$ cat config.mk
export PLATFORM = sky130hd
export DESIGN_NAME = esb_page_ctrl
export DESIGN_NICKNAME = d
export VERILOG_FILES = /design/src/rtl/esb_pkg.sv /design/src/rtl/esb_decode.sv /design/src/rtl/esb_pq_alu.sv /design/src/rtl/esb_state_bank.sv /design/src/rtl/esb_page_ctrl.sv
export SDC_FILE = /design/constraint.sdc
export NUM_CORES = 1
export LEC_CHECK = 0
export BUFFER_PORTS_ARGS = -buffer_cell sky130_fd_sc_hd__buf_2
export CAP_MARGIN = 0
export CORE_ASPECT_RATIO = 0.7
export CORE_UTILIZATION = 45
export CTS_BUF_LIST = sky130_fd_sc_hd__clkbuf_8
export DETAILED_ROUTE_END_ITERATION = 6
export PLACE_DENSITY_LB_ADDON = 0.12
export SLEW_MARGIN = 20
export SYNTH_ARGS = -nofsm -noshare
export SYNTH_HDL_FRONTEND = slang
export SYNTH_HIERARCHICAL = 1
export SYNTH_SLANG_ARGS = --single-unit
$ cat constraint.sdc
create_clock -name clk -period 3.6 [get_ports clk]
set_clock_uncertainty 0.15 [all_clocks]
set_input_delay 0.54 -clock clk [delete_from_list [all_inputs] [get_ports clk]]
set_output_delay 0.54 -clock clk [all_outputs]
set_load 0.01 [all_outputs]
$ cat src/rtl/esb_pkg.sv
package esb_pkg;

   typedef enum logic [1:0] {
      OP_EOI = 2'd0,
      OP_GET = 2'd1,
      OP_SET = 2'd2
   } esb_op_e;

   localparam logic [1:0] SIZE_8B = 2'd3;

   function automatic esb_op_e op_of(input logic [11:0] off);
      if (!off[11])      return OP_EOI;
      else if (!off[10]) return OP_GET;
      else               return OP_SET;
   endfunction

endpackage

$ cat src/rtl/esb_decode.sv
module esb_decode
   import esb_pkg::*;
#(
   parameter int ADDR_W     = 24,
   parameter int PAGE_SHIFT = 12,
   parameter int N_DESC     = 4,
   parameter int IDX_W      = 2
) (
   input  logic [ADDR_W-1:0] addr,
   output logic [IDX_W-1:0]  idx,
   output logic              field_sel,
   output esb_op_e           op,
   output logic [1:0]        set_val,
   output logic              known
);
   localparam int SHIFT = PAGE_SHIFT + 1;

   generate
      if (PAGE_SHIFT != 12 && PAGE_SHIFT != 16) begin : g_bad_shift
         $error("esb_decode: PAGE_SHIFT must be 12 or 16");
      end
      if (N_DESC < 1) begin : g_bad_count
         $error("esb_decode: N_DESC must be at least 1");
      end
      if (ADDR_W < SHIFT + IDX_W) begin : g_bad_width
         $error("esb_decode: ADDR_W too narrow for N_DESC page pairs");
      end
   endgenerate

   logic [ADDR_W-1:0] desc_full;
   logic [11:0]       offset;

   always_comb begin
      desc_full = addr >> SHIFT;
      known     = desc_full < ADDR_W'(N_DESC);
      idx       = desc_full[IDX_W-1:0];
      field_sel = addr[PAGE_SHIFT];
      offset    = addr[11:0];
      op        = op_of(offset);
      set_val   = offset[9:8];
   end

endmodule

$ cat src/rtl/esb_pq_alu.sv
module esb_pq_alu
   import esb_pkg::*;
(
   input  esb_op_e    op,
   input  logic [1:0] cur,
   input  logic [1:0] set_val,
   output logic [1:0] nxt,
   output logic [1:0] res
);
   always_comb begin
      unique case (op)
         OP_EOI: begin
            res = {1'b0, cur[0]};
            nxt = cur[0] ? 2'b10 : 2'b00;
         end
         OP_SET: begin
            res = cur;
            nxt = set_val;
         end
         default: begin
            res = cur;
            nxt = cur;
         end
      endcase
   end

   always_comb begin
      if (op == OP_EOI) begin
         assert_eoi_clears_q_R4: assert (nxt[0] == 1'b0 && res[1] == 1'b0);
      end
   end

endmodule

$ cat src/rtl/esb_state_bank.sv
module esb_state_bank #(
   parameter int         N_DESC   = 4,
   parameter int         IDX_W    = 2,
   parameter logic [1:0] RESET_PQ = 2'b01
) (
   input  logic             clk,
   input  logic             rst_n,
   input  logic [IDX_W-1:0] idx,
   input  logic             field_sel,
   output logic [1:0]       cur_pq,
   input  logic             wr_en,
   input  logic [1:0]       wr_pq
);
   logic [1:0] pq_ntf [N_DESC];
   logic [1:0] pq_esc [N_DESC];

   always_comb begin
      cur_pq = RESET_PQ;
      for (int k = 0; k < N_DESC; k++) begin
         if (idx == IDX_W'(k)) cur_pq = field_sel ? pq_esc[k] : pq_ntf[k];
      end
   end

   for (genvar i = 0; i < N_DESC; i++) begin : g_desc
      logic hit_i;
      assign hit_i = wr_en && (idx == IDX_W'(i));

      always_ff @(posedge clk) begin
         if (!rst_n) begin
            pq_ntf[i] <= RESET_PQ;
            pq_esc[i] <= RESET_PQ;
         end else if (hit_i) begin
            if (field_sel) pq_esc[i] <= wr_pq;
            else           pq_ntf[i] <= wr_pq;
         end
      end

      assert_hold_R6: assert property (@(posedge clk) disable iff (!rst_n)
         !(wr_en && idx == IDX_W'(i)) |=> ($stable(pq_ntf[i]) && $stable(pq_esc[i])));

      assert_other_field_R2: assert property (@(posedge clk) disable iff (!rst_n)
         (wr_en && idx == IDX_W'(i) && !field_sel) |=> $stable(pq_esc[i]));
   end

endmodule

$ cat src/rtl/esb_page_ctrl.sv
module esb_page_ctrl
   import esb_pkg::*;
#(
   parameter int         ADDR_W     = 24,
   parameter int         PAGE_SHIFT = 12,
   parameter int         N_DESC     = 4,
   parameter logic [1:0] RESET_PQ   = 2'b01
) (
   input  logic              clk,
   input  logic              rst_n,
   input  logic              req_valid,
   input  logic              req_write,
   input  logic [1:0]        req_size,
   input  logic [ADDR_W-1:0] req_addr,
   input  logic [N_DESC-1:0] desc_en,
   output logic              rsp_valid,
   output logic [63:0]       rsp_data,
   output logic              rsp_err
);
   localparam int IDX_W = (N_DESC > 1) ? $clog2(N_DESC) : 1;

   logic [IDX_W-1:0] idx;
   logic             field_sel, known, en_bit, legal, hit, wr_en;
   esb_op_e          op;
   logic [1:0]       set_val, cur_pq, nxt_pq, res;

   esb_decode #(
      .ADDR_W(ADDR_W), .PAGE_SHIFT(PAGE_SHIFT), .N_DESC(N_DESC), .IDX_W(IDX_W)
   ) u_decode (
      .addr(req_addr), .idx(idx), .field_sel(field_sel),
      .op(op), .set_val(set_val), .known(known)
   );

   esb_state_bank #(
      .N_DESC(N_DESC), .IDX_W(IDX_W), .RESET_PQ(RESET_PQ)
   ) u_bank (
      .clk(clk), .rst_n(rst_n), .idx(idx), .field_sel(field_sel),
      .cur_pq(cur_pq), .wr_en(wr_en), .wr_pq(nxt_pq)
   );

   esb_pq_alu u_alu (
      .op(op), .cur(cur_pq), .set_val(set_val), .nxt(nxt_pq), .res(res)
   );

   always_comb begin
      en_bit = 1'b0;
      for (int k = 0; k < N_DESC; k++) begin
         if (idx == IDX_W'(k)) en_bit = desc_en[k];
      end
   end

   assign legal = req_valid && !req_write && (req_size == SIZE_8B);
   assign hit   = legal && known && en_bit;
   assign wr_en = hit && (nxt_pq != cur_pq);

   always_ff @(posedge clk) begin
      if (!rst_n) begin
         rsp_valid <= 1'b0;
         rsp_err   <= 1'b0;
         rsp_data  <= '0;
      end else begin
         rsp_valid <= req_valid;
         rsp_err   <= req_valid && !legal;
         rsp_data  <= hit ? {62'b0, res} : '1;
      end
   end

   assert_rsp_timing_R9: assert property (@(posedge clk) disable iff (!rst_n)
      req_valid |=> rsp_valid);

   assert_idle_no_rsp_R9: assert property (@(posedge clk) disable iff (!rst_n)
      !req_valid |=> !rsp_valid);

   assert_store_refused_R7: assert property (@(posedge clk) disable iff (!rst_n)
      (req_valid && req_write) |=> (rsp_err && rsp_data == '1));

   assert_size_refused_R8: assert property (@(posedge clk) disable iff (!rst_n)
      (req_valid && req_size != SIZE_8B) |=> rsp_err);

   assert_no_write_when_refused_R7: assert property (@(posedge clk) disable iff (!rst_n)
      (req_valid && req_write) |-> !wr_en);

   assert_result_shape_R6: assert property (@(posedge clk) disable iff (!rst_n)
      (rsp_valid && !rsp_err) |-> (rsp_data[63:2] == '0 || rsp_data == '1));

endmodule

==> flow_metrics.tcl <==
set metrics [dict create \
    grt_pass1_vias 918 \
    rows 17 \
    numCtsBuffers 3 \
    ioPinCount 100 \
    combinationalPowerShare 0.224 \
    drive_gt1_frac 0.553 \
    fin_setup_tns_ps 0 \
    postLayoutCellArea_mm2 0.00168 \
    cts.path.max_buffers 2 \
    n_antenna_cell 0 \
    worstSkewPairLatency_ps 260 \
    post_cts_buffers 0 \
    ys_ff_latch 21 \
    syn_area_per_cell_um2 9.91 \
    fp.dieArea_mm2 0.00388 \
    worst-path-buf-inv 1 \
    clock.fmax_ghz 0.327 \
    synth-edff-count 16 \
    core_mm2 0.00330 \
    synth_flop_cell "edfxtp_1" \
    setup_slack_ps 540 \
    crit_required_ps 3370 \
    cp.arrival_ps 2830 \
    die_x_um 74.1 \
    syn_area_mm2 0.00164 \
    clkTransAtPathRegs_ps 80 \
    place_area_mm2 0.00164 \
    max-slew-margin-rel 0.713 \
    crit_path_max_fanout 6 \
    grt_use_total 0.160 \
    cts_root_buf "clkbuf_8" \
    fin_crit_sh 0.850 \
    grt_max_degree 63 \
    startpoint_type "input port" \
    max-vdd-ir-drop_mv 0.162 \
    vias_per_cell 4.81 \
    end_kind "flip-flop" \
    ant_nets 0 \
    numClockSinks 21 \
    hold_buffers 0 \
    wire_per_inst_um 12.0 \
    antenna_found_initial 0 \
    floorplan.initialDensity 0.496 \
    final_net_count 225 \
    ctsResizeCount 0 \
    first_iter_violations 87 \
    hold_class "input port to flip-flop" \
    die_h_um 52.4 \
    area_growth_syn_to_layout_pct 2.91 \
    critical-path-top-delay-family "multiplexers" \
    hpwl_um 2330 \
    switching_share 0.269 \
    power_density_mw_per_mm2 321 \
    synth_cell_types 35 \
    drcViolationCount 0 \
    port_buffers 91 \
    outcome "completed" \
    criticalPathCategory "input port to flip-flop" \
    n_fill_cell 288 \
    power_leakage_nw 0.735 \
    dp.cells 233 \
    dr.pass1.iters 4 \
    cts_max_level 1 \
    critPathSlowestCell "mux4_1" \
    yosys_warnings 6 \
    finalCriticalPeriod_ps 3060 \
    path_cells "buf_2 > mux4_1 > mux2_2 > mux2i_1 > o21ai_1 > xor2_1 > o2111a_1 > nand2_1 > o31ai_1" \
    synth_seq_area_share 0.355 \
    report.final.hold_viol_count 0 \
    gp_congestion 0.876 \
    synth_nets 199 \
    vias 1140 \
    power_switching_mw 0.145 \
    routed_wl_um 2860 \
    syn_inst 165 \
    intPower_mw 0.395 \
    p_seq_frac 0.494 \
    drv_slew 0 \
    worst_slew_pin_slew_ps 426 \
    cts_tree "yes" \
    clockPowerShare 0.282 \
    slowest_delay_ps 550 \
    grt_pass1_wl_um 4400 \
    fin_util 0.510 \
    async_flop_share 0 \
    finalSetupViolations 0 \
    rsz0062_at_grt "no" \
    gr-total-overflow 0 \
    instances_no_fill 237 \
    place_ws_ps 256 \
    drv_cap 0 \
]
-- metrics by stage --
stage | power [mW] | hold WS, ps
6_report | 0.540 | 353
2_1_floorplan | 0.393 | 526
4_1_cts | 0.548 | 347
3_3_place_gp | 0.393 | 623
5_1_grt | 0.577 | 348
3_5_place_dp | 0.394 | 624
-- metal layers --
metal	vias up	share of wire	GRT usage	wire length [um]
met5	-	0	0	0
met4	0	0.0067	0.0449	19
met3	4	0.096	0.0462	275
met2	79	0.43	0.236	1230
met1	505	0.47	0.227	1330
li1	552	-	-	-
-- registers in the layout (all words and copies together) (netlist names) --
| register | count |
|---|---|
| rsp_valid | 1 |
| rsp_data | 3 |
| u_bank/pq_esc | 8 |
| u_bank/pq_ntf | 8 |
| rsp_err | 1 |
-- power by group through the flow --
stage / Clock (mW) / Combinational, mW / Sequential, mW
final: 0.152 / 0.121 / 0.267
after CTS: 0.159 / 0.122 / 0.267
after global routing: 0.174 / 0.135 / 0.267
after floorplan: 0 / 0.112 / 0.281
after global placement: 0 / 0.121 / 0.272
after detailed placement: 0 / 0.122 / 0.272
-- layout by cell type, fill, tap and decap left out, drive strengths merged --
cell,count
nor4,1
nand2b,4
o21ai,8
clkinv,1
inv,3
nor3,2
and2,3
and3b,1
and4bb,1
clkbuf,3
mux2i,1
o21a,1
o31ai,2
buf,94
nand4b,1
mux2,2
a41oi,2
nor2,7
or2b,1
dfxtp,5
xor2,2
nand3,2
o2111a,1
edfxtp,16
or4,1
nand2,12
or3,1
nor2b,4
and4b,1
a31oi,1
nand4,1
mux4,5
-- synth_stat cells, types with 3 or more instances --
cell / number / area share
buf_4: 67 / 0.31
edfxtp_1: 16 / 0.29
nand2_1: 12 / 0.028
nor2_1: 7 / 0.016
o21ai_0: 7 / 0.021
dfxtp_1: 5 / 0.061
nand2b_1: 4 / 0.015
nor2b_1: 4 / 0.015
and2_1: 3 / 0.011
clkbuf_1: 3 / 0.0069
inv_1: 3 / 0.0069
mux4_2: 3 / 0.041
-- logic make-up (layout without fill, tap and decap cells) --
logic type | Yosys count | in the layout | share of synthesized area
DFF | 21 | 21 | 0.355
muxes | 8 | 8 | 0.0933
and+or+nand+nor | 43 | 43 | 0.147
buffers and inverters | 76 | 101 | 0.334
xor gates and xnor gates | 2 | 2 | 0.0107
AOI/OAI and AO/OA | 15 | 15 | 0.0597
-- cell type report --
class	instances	area (um2)	share of cell area
sequential	21	581	0.345
multi-input combinational	68	508	0.302
timing repair buffer	94	478	0.284
tap	47	58.8	0.0349
clock buffer	3	41.3	0.0245
inverter	3	11.3	0.00669
clock inverter	1	5.00	0.00297
-- worst paths after layout --
check                                          from                   to  slack (ps)  cells past startpoint
worst min register to register  u_bank/pq_ntf[0][0]          rsp_data[0]         790                      4
worst min-delay path                      req_valid            rsp_valid         350                      2
worst max-delay path                   req_addr[13]  u_bank/pq_ntf[1][0]         540                      9
worst max register to register  u_bank/pq_esc[2][0]  u_bank/pq_ntf[1][0]         640                      8
No activity file was read; power rests on OpenSTA's default activity.
